[src/rtl/wdog_pkg.sv]
package wdog_pkg;

  // Register bit positions that other logic decodes
  localparam int BIT_P0   = 0;
  localparam int BIT_P1   = 1;
  localparam int BIT_P2   = 2;
  localparam int BIT_RSTE = 3;
  localparam int BIT_CHGE = 4;
  localparam int BIT_P3   = 5;
  localparam int BIT_IRQE = 6;
  localparam int BIT_FLAG = 7;

  // Mode encoded as {reset enable, interrupt enable}
  typedef enum logic [1:0] {
    WD_OFF  = 2'b00,
    WD_IRQ  = 2'b01,
    WD_RST  = 2'b10,
    WD_BOTH = 2'b11
  } wd_mode_e;

  typedef struct packed {
    logic [3:0] scale;
    wd_mode_e   mode;
  } wd_cfg_t;

  function automatic logic [3:0] pick_scale(input logic [7:0] r);
    return {r[BIT_P3], r[BIT_P2], r[BIT_P1], r[BIT_P0]};
  endfunction

  function automatic wd_mode_e pick_mode(input logic [7:0] r);
    return wd_mode_e'({r[BIT_RSTE], r[BIT_IRQE]});
  endfunction

endpackage

[src/rtl/wdog_rst_sync.sv]
module wdog_rst_sync #(
  parameter int STAGES = 2
) (
  input  logic clk,
  input  logic rst_n,
  output logic rst_n_sync
);

  logic [STAGES-1:0] chain_q;
  logic [STAGES-1:0] chain_d;

  always_comb begin
    chain_d = {chain_q[STAGES-2:0], 1'b1};
  end

  always_ff @(posedge clk or negedge rst_n) begin
    if (!rst_n) begin
      chain_q <= '0;
    end else begin
      chain_q <= chain_d;
    end
  end

  assign rst_n_sync = chain_q[STAGES-1];

endmodule

[src/rtl/wdog_csr.sv]
module wdog_csr
  import wdog_pkg::*;
(
  input  logic       clk,
  input  logic       rst_n,
  input  logic       wr_en,
  input  logic [7:0] wr_data,
  input  logic       set_flag,
  input  logic       drop_irqe,
  output logic [7:0] csr_o,
  output wd_cfg_t    cfg_o
);

  logic [7:0] csr_q;
  logic [7:0] csr_d;
  logic       csr_en;

  always_comb begin
    csr_d  = csr_q;
    csr_en = 1'b0;
    if (wr_en) begin
      csr_en          = 1'b1;
      csr_d           = wr_data;
      // flag: write-one-to-clear, write-zero keeps
      csr_d[BIT_FLAG] = wr_data[BIT_FLAG] ? 1'b0 : csr_q[BIT_FLAG];
    end else if (set_flag || drop_irqe) begin
      csr_en = 1'b1;
      if (set_flag)  csr_d[BIT_FLAG] = 1'b1;
      if (drop_irqe) csr_d[BIT_IRQE] = 1'b0;
    end
  end

  always_ff @(posedge clk or negedge rst_n) begin
    if (!rst_n) begin
      csr_q <= 8'h00;
    end else if (csr_en) begin
      csr_q <= csr_d;
    end
  end

  assign csr_o       = csr_q;
  assign cfg_o.scale = pick_scale(csr_q);
  assign cfg_o.mode  = pick_mode(csr_q);

endmodule

[src/rtl/wdog_period.sv]
module wdog_period #(
  parameter int BASE_TICKS = 16,
  parameter int MAX_SCALE  = 9
) (
  input  logic       clk,
  input  logic       rst_n,
  input  logic       armed,
  input  logic       restart,
  input  logic       tick,
  input  logic [3:0] scale,
  output logic       expire_o
);

  localparam int CNT_W = $clog2(BASE_TICKS) + MAX_SCALE + 1;

  logic [CNT_W-1:0] lim_tbl [MAX_SCALE+1];
  logic [CNT_W-1:0] lim;
  logic [CNT_W-1:0] cnt_q;
  logic [CNT_W-1:0] cnt_d;
  logic             cnt_en;
  logic [3:0]       scale_c;
  logic             at_end;

  // Last count value for every legal exponent
  genvar g;
  generate
    for (g = 0; g <= MAX_SCALE; g++) begin : g_lim
      assign lim_tbl[g] = CNT_W'((BASE_TICKS << g) - 1);
    end
  endgenerate

  assign scale_c = (scale > 4'(MAX_SCALE)) ? 4'(MAX_SCALE) : scale;

  always_comb begin
    lim = '0;
    for (int s = 0; s <= MAX_SCALE; s++) begin
      if (scale_c == 4'(s)) lim = lim_tbl[s];
    end
  end

  assign at_end   = (cnt_q >= lim);
  assign expire_o = armed && !restart && tick && at_end;

  always_comb begin
    cnt_en = restart || !armed || tick;
    if (restart || !armed) begin
      cnt_d = '0;
    end else if (at_end) begin
      cnt_d = '0;
    end else begin
      cnt_d = cnt_q + 1'b1;
    end
  end

  always_ff @(posedge clk or negedge rst_n) begin
    if (!rst_n) begin
      cnt_q <= '0;
    end else if (cnt_en) begin
      cnt_q <= cnt_d;
    end
  end

endmodule

[src/rtl/wdog_action.sv]
module wdog_action
  import wdog_pkg::*;
(
  input  logic     clk,
  input  logic     rst_n,
  input  logic     expire,
  input  wd_mode_e mode,
  output logic     set_flag,
  output logic     drop_irqe,
  output logic     rst_req_o
);

  logic fire_rst;
  logic req_q;
  logic req_d;

  always_comb begin
    set_flag  = 1'b0;
    drop_irqe = 1'b0;
    fire_rst  = 1'b0;
    unique case (mode)
      WD_IRQ:  set_flag = expire;
      WD_RST:  fire_rst = expire;
      WD_BOTH: begin
        set_flag  = expire;
        drop_irqe = expire;
      end
      default: ;
    endcase
  end

  // Request never lasts longer than one cycle
  assign req_d = fire_rst && !req_q;

  always_ff @(posedge clk or negedge rst_n) begin
    if (!rst_n) begin
      req_q <= 1'b0;
    end else begin
      req_q <= req_d;
    end
  end

  assign rst_req_o = req_q;

endmodule

[src/rtl/wdog_top.sv]
module wdog_top
  import wdog_pkg::*;
#(
  parameter int BASE_TICKS = 16,
  parameter int MAX_SCALE  = 9
) (
  input  logic       clk,
  input  logic       rst_n,
  input  logic       bus_wr,
  input  logic [7:0] bus_wdata,
  output logic [7:0] bus_rdata,
  input  logic       kick_i,
  input  logic       tick_i,
  output logic       irq_o,
  output logic       sys_rst_req_o
);

  logic       rst_n_int;
  logic [7:0] csr;
  wd_cfg_t    cfg;
  logic       expire;
  logic       set_flag;
  logic       drop_irqe;
  logic       restart;
  logic       armed;

  wdog_rst_sync #(.STAGES(2)) u_rst_sync (
    .clk        (clk),
    .rst_n      (rst_n),
    .rst_n_sync (rst_n_int)
  );

  wdog_csr u_csr (
    .clk       (clk),
    .rst_n     (rst_n_int),
    .wr_en     (bus_wr),
    .wr_data   (bus_wdata),
    .set_flag  (set_flag),
    .drop_irqe (drop_irqe),
    .csr_o     (csr),
    .cfg_o     (cfg)
  );

  assign restart = bus_wr || kick_i;
  assign armed   = (cfg.mode != WD_OFF);

  wdog_period #(
    .BASE_TICKS (BASE_TICKS),
    .MAX_SCALE  (MAX_SCALE)
  ) u_period (
    .clk      (clk),
    .rst_n    (rst_n_int),
    .armed    (armed),
    .restart  (restart),
    .tick     (tick_i),
    .scale    (cfg.scale),
    .expire_o (expire)
  );

  wdog_action u_action (
    .clk       (clk),
    .rst_n     (rst_n_int),
    .expire    (expire),
    .mode      (cfg.mode),
    .set_flag  (set_flag),
    .drop_irqe (drop_irqe),
    .rst_req_o (sys_rst_req_o)
  );

  assign bus_rdata = csr;
  assign irq_o     = csr[BIT_FLAG];

endmodule

[config.mk]
export PLATFORM = sky130hd
export DESIGN_NAME = wdog_top
export DESIGN_NICKNAME = d
export VERILOG_FILES = /design/src/rtl/wdog_pkg.sv /design/src/rtl/wdog_rst_sync.sv /design/src/rtl/wdog_csr.sv /design/src/rtl/wdog_period.sv /design/src/rtl/wdog_action.sv /design/src/rtl/wdog_top.sv
export SDC_FILE = /design/constraint.sdc
export NUM_CORES = 1
export LEC_CHECK = 0
export BUFFER_PORTS_ARGS = -buffer_cell sky130_fd_sc_hd__buf_2
export CORE_MARGIN = 10
export CORE_UTILIZATION = 55
export DETAILED_ROUTE_END_ITERATION = 6
export PLACE_DENSITY = 0.83
export SYNTH_ARGS = -nofsm -noshare
export SYNTH_HDL_FRONTEND = slang
export SYNTH_SLANG_ARGS = --single-unit
[constraint.sdc]
create_clock -name clk -period 1 [get_ports clk]
set_input_delay 0.05 -clock clk [delete_from_list [all_inputs] [get_ports clk]]
set_output_delay 0.05 -clock clk [all_outputs]
set_load 0.02 [all_outputs]
# After elaboration in Yosys (flattened, before gate mapping)
# Index checks and enable logic that the tools add are counted.
# classes
reduce_logical	20
n_eq_ne	13
mux	23
n_addsub	1
order_cmp	2
# ops
op	n
$mux 14	11
$eq 4x3->1 const B	4
$add 14x1->14 const B	1
$ge 14x14->1	1
$eq 4x2->1 const B	2
$eq 4x4->1 const B	2
$mux 1	8
$mux 4	2
$reduce_bool 2->1	4
$eq 2x2->1 const B	2
$eq 4x1->1 const B	1
$gt 4x4->1 const B	1
$logic_and 1x1->1	4
$logic_not 4->1	1
$logic_or 1x1->1	4
$mux 2	2
$reduce_and 4->1	1
$logic_not 1->1	3
$reduce_and 3->1	1
$eq 2x1->1 const B	1
$ne 2x1->1 const B	1
$reduce_and 2->1	1
$reduce_or 2->1	1
# word_totals
input_bits	13
regBits	25
wordCells	65
out_inout_bits	10

# Longest topological paths before layout
# Gate-level depths: netlist (run 1).
# depth
depth_word	20
depth_mapped	11
ltp_nobuf	9

# Modules after synthesis
# Synthesis (run 1) repeated with hierarchy kept, for this count alone.
# unflattened
cells_unflattened	162
area_unflattened_um2	1667.8
# modules_own_cells
module	cells_per_inst	area_per_inst_um2	n_inst
wdog_period	126	1167.4	1
wdog_csr	26	374.1	1
wdog_rst_sync	3	53.8	1
wdog_action	4	52.6	1
wdog_top	3	20.0	1

# Worst setup path before layout (run 1)
# OpenSTA, ideal clock, no wires.
# synth_timing
path_kind	register -> register
from	register u_csr.csr_q[2], in the netlist u_csr.csr_o[2]
to	register u_period.cnt_q[7]
path_buffers	2
path_stages_with_launch	11
t_arrival_ns	2.278
period_less_slack_ns	2.381
setup_slack_ns	-1.381
required_time_ns	0.896
path_cell_list	dfrtp_1 -> clkbuf_1 -> o31ai_1 -> ha_1 -> nand4b_1 -> o21ai_1 -> a211o_1 -> a211oi_4 -> buf_6 -> nand3_1 -> o311ai_1
# synth_via
elab_chain_len	16
elab_cells_between_ends	25
classes_between	2 x order compare; 9 x eq/ne; 13 x mux; 1 x reduce/logical
# synth_rtl
item	line_no	text
start: declaration	wdog_csr.sv:14	logic [7:0] csr_q;
start signal: assignment	wdog_csr.sv:37	csr_q <= csr_d;
$gt 4x4->1	wdog_period.sv:32	assign scale_c = (scale > 4'(MAX_SCALE)) ? 4'(MAX_SCALE) : scale;
$mux 4 *	wdog_period.sv:32	
$logic_not 4->1	wdog_period.sv:37	if (scale_c == 4'(s)) lim = lim_tbl[s];
$mux 4	wdog_period.sv:37	
$mux 14 (8 in a row)	wdog_period.sv:37	
$mux 14 *	wdog_period.sv:37	
$ge 14x14->1 *	wdog_period.sv:41	assign at_end = (cnt_q >= lim);
$mux 14 *	wdog_period.sv:48	end else if (at_end) begin
$mux 14 *	wdog_period.sv:46	if (restart || !armed) begin
end signal: assignment	wdog_period.sv:59	cnt_q <= cnt_d;
end: declaration	wdog_period.sv:18	logic [CNT_W-1:0] cnt_q;
# Every way passes the cells marked *; elsewhere a longest branch is shown, timed or not.
# A chain may end at the register's enable or synchronous reset.

# Worst setup path in the final report (run 1)
# layout_timing
from	register u_csr.csr_q[0], in the netlist u_csr.csr_o[0]
to	register u_period.cnt_q[5]
# The elaborated chain is that of the path after synthesis.

==> results of run 1 <==
## power breakdown
part | switching (mW) | internal [mW] | leakage, nW | total (mW)
clock | 0.371 | 0.154 | 0.0139 | 0.525
combinational | 0.319 | 0.332 | 0.788 | 0.650
sequential | 0.0674 | 1.05 | 0.324 | 1.12
## flip-flops by register name, indices dropped and copies added, names as in the netlist
register	flops
u_action.rst_req_o	1
u_rst_sync.chain_q	2
u_period.cnt_q	14
u_csr.csr_o	8
## per-stage QoR
step / hold slack (ns) / setup TNS (ns)
3_3_place_gp: -0.165 / -20.05
6_report: 0.132 / -28.41
4_1_cts: 0.00465 / -22.40
5_1_grt: 0.134 / -28.63
3_5_place_dp: -0.164 / -21.73
2_1_floorplan: -0.246 / -20.04
## cells in the mapped netlist
cell                       number  area, um2
sky130_fd_sc_hd__nand4b_1       1       8.76
sky130_fd_sc_hd__a211oi_1       1       7.51
sky130_fd_sc_hd__a21oi_1        8       40.0
sky130_fd_sc_hd__o311ai_1       4       35.0
sky130_fd_sc_hd__a21boi_1       1       7.51
sky130_fd_sc_hd__a21oi_2        1       8.76
sky130_fd_sc_hd__or3_1          1       6.26
sky130_fd_sc_hd__mux2i_1        1       10.0
sky130_fd_sc_hd__and2_1         1       6.26
sky130_fd_sc_hd__and3_1         2       12.5
sky130_fd_sc_hd__a31oi_1        1       6.26
sky130_fd_sc_hd__nor4b_4        1       23.8
sky130_fd_sc_hd__nor2b_1        1       6.26
sky130_fd_sc_hd__inv_1          3       11.3
sky130_fd_sc_hd__nor3_2         1       10.0
sky130_fd_sc_hd__nor3_1         3       15.0
sky130_fd_sc_hd__nor2_1         9       33.8
sky130_fd_sc_hd__clkbuf_1       4       15.0
sky130_fd_sc_hd__buf_4          1       7.51
sky130_fd_sc_hd__ha_1          14        175
sky130_fd_sc_hd__a211oi_4       1       20.0
sky130_fd_sc_hd__nand2b_1       1       6.26
sky130_fd_sc_hd__a22o_1         2       17.5
sky130_fd_sc_hd__buf_6          1       11.3
sky130_fd_sc_hd__o311ai_2       3       48.8
sky130_fd_sc_hd__o221ai_1       1       8.76
sky130_fd_sc_hd__o21ai_1        2       10.0
sky130_fd_sc_hd__conb_1         2       7.51
sky130_fd_sc_hd__nand4_1        1       6.26
sky130_fd_sc_hd__nor4_1         3       18.8
sky130_fd_sc_hd__mux2_2         5       56.3
sky130_fd_sc_hd__nand3_1       13       65.1
sky130_fd_sc_hd__o21ai_0        7       35.0
sky130_fd_sc_hd__nand2_1       26       97.6
sky130_fd_sc_hd__o31ai_1        1       7.51
sky130_fd_sc_hd__a21o_1         3       22.5
sky130_fd_sc_hd__dfrtp_1       25        626
sky130_fd_sc_hd__inv_2          1       3.75
sky130_fd_sc_hd__nand2_2        1       6.26
sky130_fd_sc_hd__a211o_1        1       8.76
## worst max-delay path: stages (launching register included)
cell and delay (ns):
sky130_fd_sc_hd__dfrtp_2 0.53, sky130_fd_sc_hd__o31ai_4 0.25, sky130_fd_sc_hd__ha_1 0.30, sky130_fd_sc_hd__nand4b_1 0.23, sky130_fd_sc_hd__o21ai_1 0.13, sky130_fd_sc_hd__a211o_1 0.39
sky130_fd_sc_hd__a211oi_4 0.26, sky130_fd_sc_hd__buf_12 0.18, sky130_fd_sc_hd__a21boi_2 0.16, sky130_fd_sc_hd__a21o_1 0.11
## timing repair
item,4_1_cts,5_1_grt
resized for setup,28,35
buffers inserted,6,12
endpoints found under the setup margin,23,29
hold buffers,9,1
pin swaps,1,7
endpoints found under the hold margin,10,2
## cell type report
type | count | area (um2) | share of cell area
Sequential cell | 25 | 632 | 0.261
Tap cell | 31 | 38.8 | 0.0160
Clock buffer | 3 | 22.5 | 0.00929
Inverter | 4 | 15.0 | 0.00620
Timing Repair Buffer | 79 | 689 | 0.284
Multi-Input combinational cell | 127 | 1020 | 0.420
Clock inverter | 1 | 7.51 | 0.00310
## layer usage
metal / GRT usage / vias up / part of all wire
met5: 0 / - / 0
met4: 0.116 / 0 / 0.090
met3: 0.0408 / 68 / 0.10
met2: 0.348 / 168 / 0.48
met1: 0.206 / 873 / 0.33
li1: - / 735 / -
## path summary, 6_finish.rpt
path | from | endpoint | slack (ns) | cells past startpoint
hold reg to reg | u_rst_sync.chain_q[1] | u_period.cnt_q[10] | 0.25 | 1
min in group asynchronous | u_rst_sync.chain_q[1] | u_period.cnt_q[10] | 0.25 | 1
max in group asynchronous | rst_n | u_rst_sync.chain_q[0] | 0.39 | 3
setup / recovery | u_csr.csr_o[0] | u_period.cnt_q[5] | -1.65 | 9
setup reg to reg | u_csr.csr_o[0] | u_period.cnt_q[5] | -1.65 | 9
hold / removal | bus_wr | u_csr.csr_o[5] | 0.13 | 3
## cell families (layout without fill, tap and decap cells)
| group | count (synthesis) | after routing | share of synthesized area |
|---|---|---|---|
| AND/OR/NAND/NOR | 65 | 65 | 0.211 |
| other | 2 | 5 | 0.00491 |
| adder cells (fa/ha/maj) | 14 | 14 | 0.114 |
| multiplexers | 6 | 6 | 0.0433 |
| buffers and inverters | 10 | 87 | 0.0319 |
| flip-flops | 25 | 25 | 0.409 |
| AO/OA/AOI/OAI | 37 | 37 | 0.186 |
==> results.txt, run 1 <==
----------------------------------------------------
[GRT]
  Vias in the first global route ... ~1700
  Grt ovf ... 0
  First-pass GRT wire length ... a little over 8000 um
  Global router's overall resource usage ... 0.196
  Largest net degree at the start of global routing ... 24
  Initial antenna violation count ... 0

[Timing]
  Final max-slew violation count ... 0
  Shortest period the worst path allows ... roughly 2.6 ns
  Setup repair after global routing missed its margin ... yes
  Post-route clock period utilization ... 2.65
  Setup violation total in the final timing report ... 28
  Final worst-path setup slack ... -1.65 ns
  Slew at the pin closest to its max-slew limit ... around 0.65 ns
  Setup skew after layout ... ~0.025 ns
  Worst relative slew slack ... 0.565
  Achievable Freq ... 378 MHz
  Final Hold Fails ... 0

[Setup path]
  Biggest fanout along the worst timing path ... 16
  Arrival time reported for the critical path endpoint ... between 2 and 3 ns
  Capturing element type of the critical path ... register
  Critical path class ... register to register
  CP Data Required Time ... 1.28 ns
  Critical path startpoint category ... register

[Final layout]
  Most common cell after layout, fill and taps aside ... sky130_fd_sc_hd__buf_4
  Count of fill cells added during filler insertion ... about 100
  Final Cell Area ... between 2000 and 2500 um2
  Non-filler cells in the finished layout ... 270
  Share of final-layout standard cells stronger than drive strength 1 ... 0.452
  Antenna diode instance count ... 0
  Most frequent cells in the layout ... sky130_fd_sc_hd__buf_4, sky130_fd_sc_hd__nand2_1, sky130_fd_sc_hd__buf_6
  Final core utilization ... 0.894
  Count of nets after finishing ... 267
  Post-synthesis to final-layout area growth ... 58.4%

[Clock network]
  Clock Sink Count ... 25
  Worst-Skew Late Latency ... approximately 0.36 ns
  Maximum clock path buffer count ... 2
  Root Driver ... sky130_fd_sc_hd__clkbuf_4
  Clock H-tree levels ... 1
  Number of clock buffers inserted by TritonCTS ... 3
  Clock tree from TritonCTS ... yes
  Clock-pin transition on the worst setup and hold timing paths ... approximately 0.18 ns

[Route]
  First-pass iteration count of the detailed router ... 5
  Drt drc ... 0
  Remaining antenna violation count after routing ... 0
  Via count ... roughly 1800
  Starting DRC count in detailed routing ... around 270
  Via-to-Cell Ratio ... 6.83
  Total wire length after detailed routing ... roughly 6900 um
  Routed wirelength normalized by instance count ... 25.5 um

[Synthesis]
  Cells after Synth ... 159
  Mapped Area ... between 1500 and 2000 um2
  Avg Cell Area, Syn ... just under 10 um2
  Number of warning messages in the yosys log ... 0
  Post-synth cell types ... 40
  Sequential fraction of the synthesis area ... 0.409
  Number of synthesized register bits ... 25

[Floorplanning]
  Area enclosed by the die boundary ... approximately 5300 um2
  Number of placement rows ... 19
  Initial core utilization ... 0.565
  Height of the chip ... 72.7 um
  Horizontal extent of the die ... 72.7 um
  Number of top-level pins ... 23
  Core footprint ... between 2000 and 3000 um2

[Run]
  Number of max-cap violations ... 0

[Power]
  Power per cell area ... between 900 and 1000 nW/um2
  Total power of the final layout ... about 2.3 mW
  Pleak ... 1.13 nW
  Maximum resistive drop on vdd ... a little over 0.0009 V

[Place]
  Half-perimeter wire length after placement ... around 3300 um
  Cell area reported after detailed placement ... 1940 um2
  Count of input and output buffers ... 22
  Number of placed cells counting well taps ... roughly 240
  DP Worst Slack ... -1.37 ns
  Weighted congestion at the end of routability-driven global placement ... between 0.8 and 0.9

[Outcome]
  Failing checks ... setup timing
  Outcome ... complete, but fails checks

[Min path]
  Classification of the worst-slack hold path ... input port to register

----------------------------------------------------
Power figures use the tool's default switching activity.
==> run 2: changes to the inputs <==
--- a/config.mk
+++ b/config.mk
@@ -8,8 +8,10 @@
 export BUFFER_PORTS_ARGS = -buffer_cell sky130_fd_sc_hd__buf_2
 export CORE_MARGIN = 10
 export CORE_UTILIZATION = 55
+export CTS_CLUSTER_DIAMETER = 120
 export DETAILED_ROUTE_END_ITERATION = 6
 export PLACE_DENSITY = 0.83
 export SYNTH_ARGS = -nofsm -noshare
 export SYNTH_HDL_FRONTEND = slang
+export SYNTH_HIERARCHICAL = 1
 export SYNTH_SLANG_ARGS = --single-unit
==> results.txt, run 2 <==
----------------------------------------------------
[Timing]
  Worst relative slew slack ... 0.222 (-0.344)
  Final max-slew violation count ... 0 (unchanged)
  Final Hold Fails ... 0 (unchanged)
  Setup skew after layout ... 0.00574 ns (-0.0189 ns)
  Hold Slack ... 0.0147 ns (-0.117 ns)
  Setup violation total in the final timing report ... 30 (+7.1%)
  Slew at the pin closest to its max-slew limit ... 1.17 ns (+0.518 ns)
  Final worst-path setup slack ... -1.61 ns (+0.0383 ns)
  Setup_tns ... -27.36 ns (+1.05 ns)
  Post-route clock period utilization ... 2.61 (-0.0383)
  Achievable Freq ... 384 MHz (+1.5%)
  Shortest period the worst path allows ... 2.61 ns (-0.0383 ns)
  Setup repair after global routing missed its margin ... yes

[Clock network]
  Worst-Skew Late Latency ... 0.33 ns (-0.03 ns)
  Number of clock buffers inserted by TritonCTS ... 3 (unchanged)
  Root Driver ... sky130_fd_sc_hd__clkbuf_4
  Clock tree from TritonCTS ... yes
  Clock Sink Count ... 25 (unchanged)
  Clock H-tree levels ... 1 (unchanged)
  Clock-pin transition on the worst setup and hold timing paths ... 0.14 ns (-0.04 ns)
  Maximum clock path buffer count ... 2 (unchanged)

[Final layout]
  Max FFs per register ... 14 (unchanged)
  Final core utilization ... 0.858 (-0.0358)
  Post-synthesis to final-layout area growth ... 45.6%
  Largest register by flop count ... u_period/cnt_q
  Share of final-layout standard cells stronger than drive strength 1 ... 0.445 (-0.00697)
  Most frequent cells in the layout ... sky130_fd_sc_hd__buf_4, sky130_fd_sc_hd__dfrtp_1, sky130_fd_sc_hd__buf_6
  Count of nets after finishing ... 264 (-1.1%)
  Most common cell after layout, fill and taps aside ... sky130_fd_sc_hd__buf_4
  Antenna diode instance count ... 0 (unchanged)

[Synthesis]
  Mapped Area ... 1670 um2 (+9.0%)
  Most area-hungry cell type in the Yosys netlist ... sky130_fd_sc_hd__dfrtp_1
  Commonest register cell after synthesis ... sky130_fd_sc_hd__dfrtp_1
  Area share of the largest cell type after synthesis ... 0.375 (-0.0337)
  Number of synthesized register bits ... 25 (unchanged)
  Post-synth cell types ... 46 (+15%)
  Count of flip-flops with a built-in enable after synthesis ... 0 (unchanged)
  Fraction of registers with async set or reset after synthesis ... 1.00 (unchanged)
  Number of warning messages in the yosys log ... 6 (+6)
  Sequential fraction of the synthesis area ... 0.375 (-0.0337)
  Cells after Synth ... 162 (+1.9%)
  Leading cell types by total area after synthesis ... sky130_fd_sc_hd__dfrtp_1, sky130_fd_sc_hd__ha_1, sky130_fd_sc_hd__mux2_4
  Dominant cell by count in the synthesized netlist ... sky130_fd_sc_hd__dfrtp_1
  Synth cell count leaders ... sky130_fd_sc_hd__dfrtp_1, sky130_fd_sc_hd__ha_1, sky130_fd_sc_hd__o21ai_1, sky130_fd_sc_hd__nand2_1, sky130_fd_sc_hd__nor2_1
  Avg Cell Area, Syn ... 10.3 um2 (+7.0%)

[Setup path]
  Reg-to-reg endpoint ... u_period/cnt_q[12]
  Cell Chain, Critical Path ... a21oi_2 -> a21boi_2 -> ha_4 -> o21a_1 -> o211ai_1 -> or4_4 -> nand4b_4 -> buf_4 -> nor4_2 -> a21o_1
  Critical path class ... register to register
  Slowest stage cell, crit path ... sky130_fd_sc_hd__dfrtp_2
  Reg2reg path depth ... 10 (+1)
  Critical path startpoint category ... register
  Capturing element type of the critical path ... register
  Worst-case register-to-register setup slack ... -1.61 ns (+0.04 ns)
  Biggest fanout along the worst timing path ... 8 (-8)
  Arrival time reported for the critical path endpoint ... 2.88 ns (-0.05 ns)
  Critical path's largest stage delay ... 0.50 ns (-0.03 ns)
  CP Data Required Time ... 1.28 ns (about the same)
  Timing startpoint of the critical path ... u_csr/csr_o[2]
  Launch point of the worst reg-to-reg path ... u_csr/csr_o[2]
  Capture point of the worst path ... u_period/cnt_q[12]

[Floorplanning]
  Area enclosed by the die boundary ... 5630 um2 (+6.5%)
  Initial core utilization ... 0.590 (+0.0249)
  Core footprint ... 2830 um2 (+4.4%)
  Horizontal extent of the die ... 75.1 um (+3.2%)
  Number of placement rows ... 19 (unchanged)
  Height of the chip ... 75.1 um (+3.2%)
  Number of top-level pins ... 23 (unchanged)

[GRT]
  Vias in the first global route ... 1733 (+1.2%)
  Largest net degree at the start of global routing ... 15 (-38%)
  Initial antenna violation count ... 0 (unchanged)
  Grt ovf ... 0 (unchanged)
  Global router's overall resource usage ... 0.190 (-0.00570)
  First-pass GRT wire length ... 8200 um (-1.3%)

[Run]
  Number of max-cap violations ... 0 (unchanged)

[Power]
  Total power of the final layout ... 2.27 mW (-0.80%)
  Pleak ... 1.25 nW (+11%)
  Power per cell area ... 935 nW/um2 (-1.0%)
  Maximum resistive drop on vdd ... 0.000935 V (+3.4%)

[Route]
  First-pass iteration count of the detailed router ... 4 (-1)
  Total wire length after detailed routing ... 5880 um (-15%)
  Wl on met1 ... 1910 um (-15%)
  Met3 routed WL ... 338 um (-53%)
  Routed wirelength normalized by instance count ... 22.0 um (-14%)
  Uppermost layer routed ... met4
  Drt drc ... 0 (unchanged)
  Total length of routed met2 wires ... 3240 um (-2.2%)
  Via-to-Cell Ratio ... 6.27 (-8.3%)
  Remaining antenna violation count after routing ... 0 (unchanged)
  Via count ... 1673 (-9.3%)
  Starting DRC count in detailed routing ... 227 (-17%)

[Place]
  Half-perimeter wire length after placement ... 3340 um (+1.0%)
  Count of input and output buffers ... 22 (unchanged)
  Weighted congestion at the end of routability-driven global placement ... 0.808 (-2.0%)
  DP Worst Slack ... -1.51 ns (-0.132 ns)

[Outcome]
  Outcome ... complete, but fails checks
  Failing checks ... setup timing

[Min path]
  Classification of the worst-slack hold path ... input port to asynchronous set/reset pin

----------------------------------------------------
run 2: cell types whose count changed after synthesis, sizes merged, moves of 4 or more:
cell / previous run / this run
nand2: 27 / 8
buf: 2 / 10
a21oi: 9 / 2
nand3: 13 / 6
o311ai: 7 / 0
and3: 2 / 8
nor3b: 0 / 5
a21o: 3 / 7
o211ai: 0 / 4
run 2: critical path: cells and delay by family (launching register included):
| kind | cells | cell delay [ns] |
|---|---|---|
| AOI/OAI and AO/OA | 5 | 0.96 |
| adders and majority gates | 1 | 0.22 |
| buffers and inverters | 1 | 0.20 |
| DFF | 1 | 0.50 |
| and+or+nand+nor | 3 | 0.67 |
run 2: how the worst min path moves through the flow:
stage / startpoint / end / slack (ns) / depth (start not counted)
floorplan: rst_n / u_rst_sync/chain_q[0] / -0.25 / 0
global placement: rst_n / u_rst_sync/chain_q[1] / -0.17 / 1
detailed placement: rst_n / u_rst_sync/chain_q[1] / -0.16 / 1
CTS: rst_n / u_rst_sync/chain_q[1] / 0.006 / 2
global route: rst_n / u_rst_sync/chain_q[0] / 0.006 / 2
finish: rst_n / u_rst_sync/chain_q[0] / 0.01 / 2
run 2: layout make-up:
type,count,area (um2)
clock buffer,3,22.5
clock inverter,1,5.00
fill,140,400
inverter,7,26.3
multi-input combinational,121,1040
sequential,25,631
tap,31,38.8
timing repair buffer,79,667
run 2: repair_timing:
action	in CTS	in global routing
cloned	0	1
gates resized for setup	17	27
pin swaps	1	8
buffers inserted	3	6
hold buffers	9	0
endpoints found under the hold margin	10	0
setup endpoints to repair	29	31
run 2: metrics by stage:
| step | instance area, um2 | std cells |
|---|---|---|
| 3_5_place_dp | 2080 | 245 |
| 2_1_floorplan | 1720 | 164 |
| 4_1_cts | 2260 | 261 |
| 3_3_place_gp | 2080 | 245 |
| 6_report | 2430 | 267 |
| 5_1_grt | 2430 | 267 |
run 2: cells by family (layout without fill, tap and decap cells):
group | Yosys count | count (layout) | share of synthesized area
compound gates | 36 | 36 | 0.159
xor+xnor | 1 | 1 | 0.00525
fa+ha+maj | 14 | 14 | 0.105
buf+inv | 19 | 90 | 0.0720
flops | 25 | 25 | 0.375
mux | 6 | 6 | 0.0540
other cells | 3 | 5 | 0.00675
simple gates | 58 | 59 | 0.223
run 2: report_power, final:
| group | switching [mW] | internal (mW) |
|---|---|---|
| Clock | 0.325 | 0.150 |
| Sequential | 0.0730 | 1.06 |
| Combinational | 0.304 | 0.364 |
| Total | 0.702 | 1.57 |
run 2: layer usage:
layer,up-vias,GRT usage
li1,737,-
met1,805,0.191
met2,89,0.363
met3,42,0.0447
met4,0,0.0819
met5,-,0
==> run 3: changes to the inputs <==
--- a/config.mk
+++ b/config.mk
@@ -6,7 +6,8 @@
 export NUM_CORES = 1
 export LEC_CHECK = 0
 export BUFFER_PORTS_ARGS = -buffer_cell sky130_fd_sc_hd__buf_2
-export CORE_MARGIN = 10
+export CORE_ASPECT_RATIO = 0.6
+export CORE_MARGIN = 2
 export CORE_UTILIZATION = 55
 export CTS_CLUSTER_DIAMETER = 120
 export DETAILED_ROUTE_END_ITERATION = 6
==> constraint.sdc (replaced) <==
create_clock -name clk -period 2.7 [get_ports clk]
set_input_delay 0.135 -clock clk [delete_from_list [all_inputs] [get_ports clk]]
set_output_delay 0.135 -clock clk [all_outputs]
set_load 0.02 [all_outputs]
==> results.txt, run 3 (synthesis results as in run 2) <==
----------------------------------------------------
[Outcome]
  Outcome ... completed

[Timing]
  Worst relative slew slack ... 0.363 (+0.141)
  Slew at the pin closest to its max-slew limit ... 0.956 ns (-0.210 ns)
  Setup_tns ... 0 ns (+27.36 ns)
  Final max-slew violation count ... 0 (unchanged)
  Post-route clock period utilization ... 0.958 (-1.65)
  Final worst-path setup slack ... 0.113 ns (+1.72 ns)
  Final Hold Fails ... 0 (unchanged)
  Hold Slack ... 0.0468 ns (+0.0322 ns)
  Setup repair after global routing missed its margin ... no
  Shortest period the worst path allows ... 2.59 ns (-0.0197 ns)
  Setup violation total in the final timing report ... 0 (-100%)
  Setup skew after layout ... 0.00816 ns (+0.00242 ns)
  Achievable Freq ... 387 MHz (+0.76%)

[Route]
  Starting DRC count in detailed routing ... 86 (-62%)
  First-pass iteration count of the detailed router ... 4 (unchanged)
  Remaining antenna violation count after routing ... 0 (unchanged)
  Via-to-Cell Ratio ... 5.82 (-7.1%)
  Routed wirelength normalized by instance count ... 16.4 um (-26%)
  Via count ... 1310 (-22%)
  Total wire length after detailed routing ... 3690 um (-37%)
  Drt drc ... 0 (unchanged)

[Final layout]
  Final core utilization ... 0.649 (-0.209)
  Max FFs per register ... 14 (unchanged)
  Share of final-layout standard cells stronger than drive strength 1 ... 0.279 (-0.166)
  Antenna diode instance count ... 0 (unchanged)
  Most frequent cells in the layout ... sky130_fd_sc_hd__buf_2, sky130_fd_sc_hd__dfrtp_1, sky130_fd_sc_hd__ha_1
  Final Cell Area ... 1860 um2 (-23%)
  Post-synthesis to final-layout area growth ... 11.8%
  Count of fill cells added during filler insertion ... 234 (+67%)
  Largest register by flop count ... u_period/cnt_q
  Count of nets after finishing ... 211 (-20%)
  Non-filler cells in the finished layout ... 225 (-16%)

[Power]
  Power per cell area ... 417 nW/um2 (-55%)
  Maximum resistive drop on vdd ... 0.000309 V (-67%)
  Pleak ... 0.955 nW (-23%)
  Total power of the final layout ... 0.777 mW (-66%)

[GRT]
  Vias in the first global route ... 1192 (-31%)
  First-pass GRT wire length ... 5310 um (-35%)
  Largest net degree at the start of global routing ... 24 (+9)
  Initial antenna violation count ... 0 (unchanged)
  Global router's overall resource usage ... 0.212 (+0.0224)
  Grt ovf ... 0 (unchanged)

[Clock network]
  Maximum clock path buffer count ... 2 (unchanged)
  Worst-Skew Late Latency ... 0.27 ns (-0.06 ns)
  Clock H-tree levels ... 1 (unchanged)
  Root Driver ... sky130_fd_sc_hd__clkbuf_8
  Clock tree from TritonCTS ... yes
  Number of clock buffers inserted by TritonCTS ... 3 (unchanged)
  Clock-pin transition on the worst setup and hold timing paths ... 0.09 ns (-0.05 ns)
  Clock Sink Count ... 25 (unchanged)

[Setup path]
  Arrival time reported for the critical path endpoint ... 2.75 ns (-0.13 ns)
  Critical path startpoint category ... register
  Capturing element type of the critical path ... register
  Critical path class ... register to register
  Biggest fanout along the worst timing path ... 10 (+2)
  CP Data Required Time ... 2.86 ns (+1.58 ns)

[Place]
  DP Worst Slack ... 0.105 ns (+1.61 ns)
  Half-perimeter wire length after placement ... 2560 um (-23%)
  Number of placed cells counting well taps ... 217 (-11%)
  Cell area reported after detailed placement ... 1750 um2 (-16%)
  Weighted congestion at the end of routability-driven global placement ... 0.898 (+11%)
  Count of input and output buffers ... 22 (unchanged)

[Floorplanning]
  Core footprint ... 2870 um2 (+1.5%)
  Height of the chip ... 46.7 um (-38%)
  Number of placement rows ... 15 (-4)
  Horizontal extent of the die ... 75.1 um (about the same)
  Area enclosed by the die boundary ... 3500 um2 (-38%)
  Number of top-level pins ... 23 (unchanged)
  Initial core utilization ... 0.581 (-0.00873)

[Min path]
  Classification of the worst-slack hold path ... input port to register

[Run]
  Number of max-cap violations ... 0 (unchanged)

----------------------------------------------------
## run 3: final timing paths
path / to / depth (start not counted) / start / slack [ns]
worst max register to register: u_csr/csr_o[6] / 10 / u_csr/csr_o[2] / 0.11
worst min register to register: u_rst_sync/chain_q[1] / 0 / u_rst_sync/chain_q[0] / 0.37
worst max-delay path: u_csr/csr_o[6] / 10 / u_csr/csr_o[2] / 0.11
max in group asynchronous: u_csr/csr_o[5] / 0 / u_rst_sync/chain_q[1] / 1.66
min in group asynchronous: u_rst_sync/chain_q[0] / 2 / rst_n / 0.18
worst min-delay path: u_csr/csr_o[7] / 2 / bus_wdata[7] / 0.05
## run 3: what timing repair did
item                                   in CTS  in global routing
setup endpoints to repair                   0                  5
gates resized for setup                     0                  7
setup buffers                               0                  2
hold buffers                                1                  0
endpoints found under the hold margin       2                  0
## run 3: layer usage
metal | global-route usage | vias to the layer above | wire length (um)
li1 | - | 629 | -
met3 | 0.0547 | 8 | 198
met2 | 0.358 | 36 | 1700
met4 | 0.0607 | 0 | 67
met5 | 0 | - | 0
met1 | 0.272 | 637 | 1720
## run 3: critical path, cell delays in order, from the launching register on
cell                       delay [ns]
sky130_fd_sc_hd__dfrtp_2         0.49
sky130_fd_sc_hd__a21oi_1         0.19
sky130_fd_sc_hd__a21boi_1        0.19
sky130_fd_sc_hd__ha_1            0.19
sky130_fd_sc_hd__o21a_1          0.14
sky130_fd_sc_hd__o211ai_1        0.08
sky130_fd_sc_hd__or4_4           0.48
sky130_fd_sc_hd__a31oi_2         0.26
sky130_fd_sc_hd__and3_2          0.20
sky130_fd_sc_hd__nor2_1          0.04
sky130_fd_sc_hd__a22o_2          0.21
## run 3: cell type report
| class | count | area [um2] | share of cell area |
|---|---|---|---|
| clock buffer | 4 | 45.0 | 0.0242 |
| tap | 42 | 52.6 | 0.0282 |
| timing repair buffer | 26 | 143 | 0.0765 |
| inverter | 7 | 26.3 | 0.0141 |
| multi-input combinational | 121 | 968 | 0.519 |
| sequential | 25 | 629 | 0.338 |
## run 3: report_power, final
group	switching [mW]	total [mW]	internal, mW
clock	0.120	0.226	0.106
combinational	0.0687	0.130	0.0617
sequential	0.0303	0.420	0.390
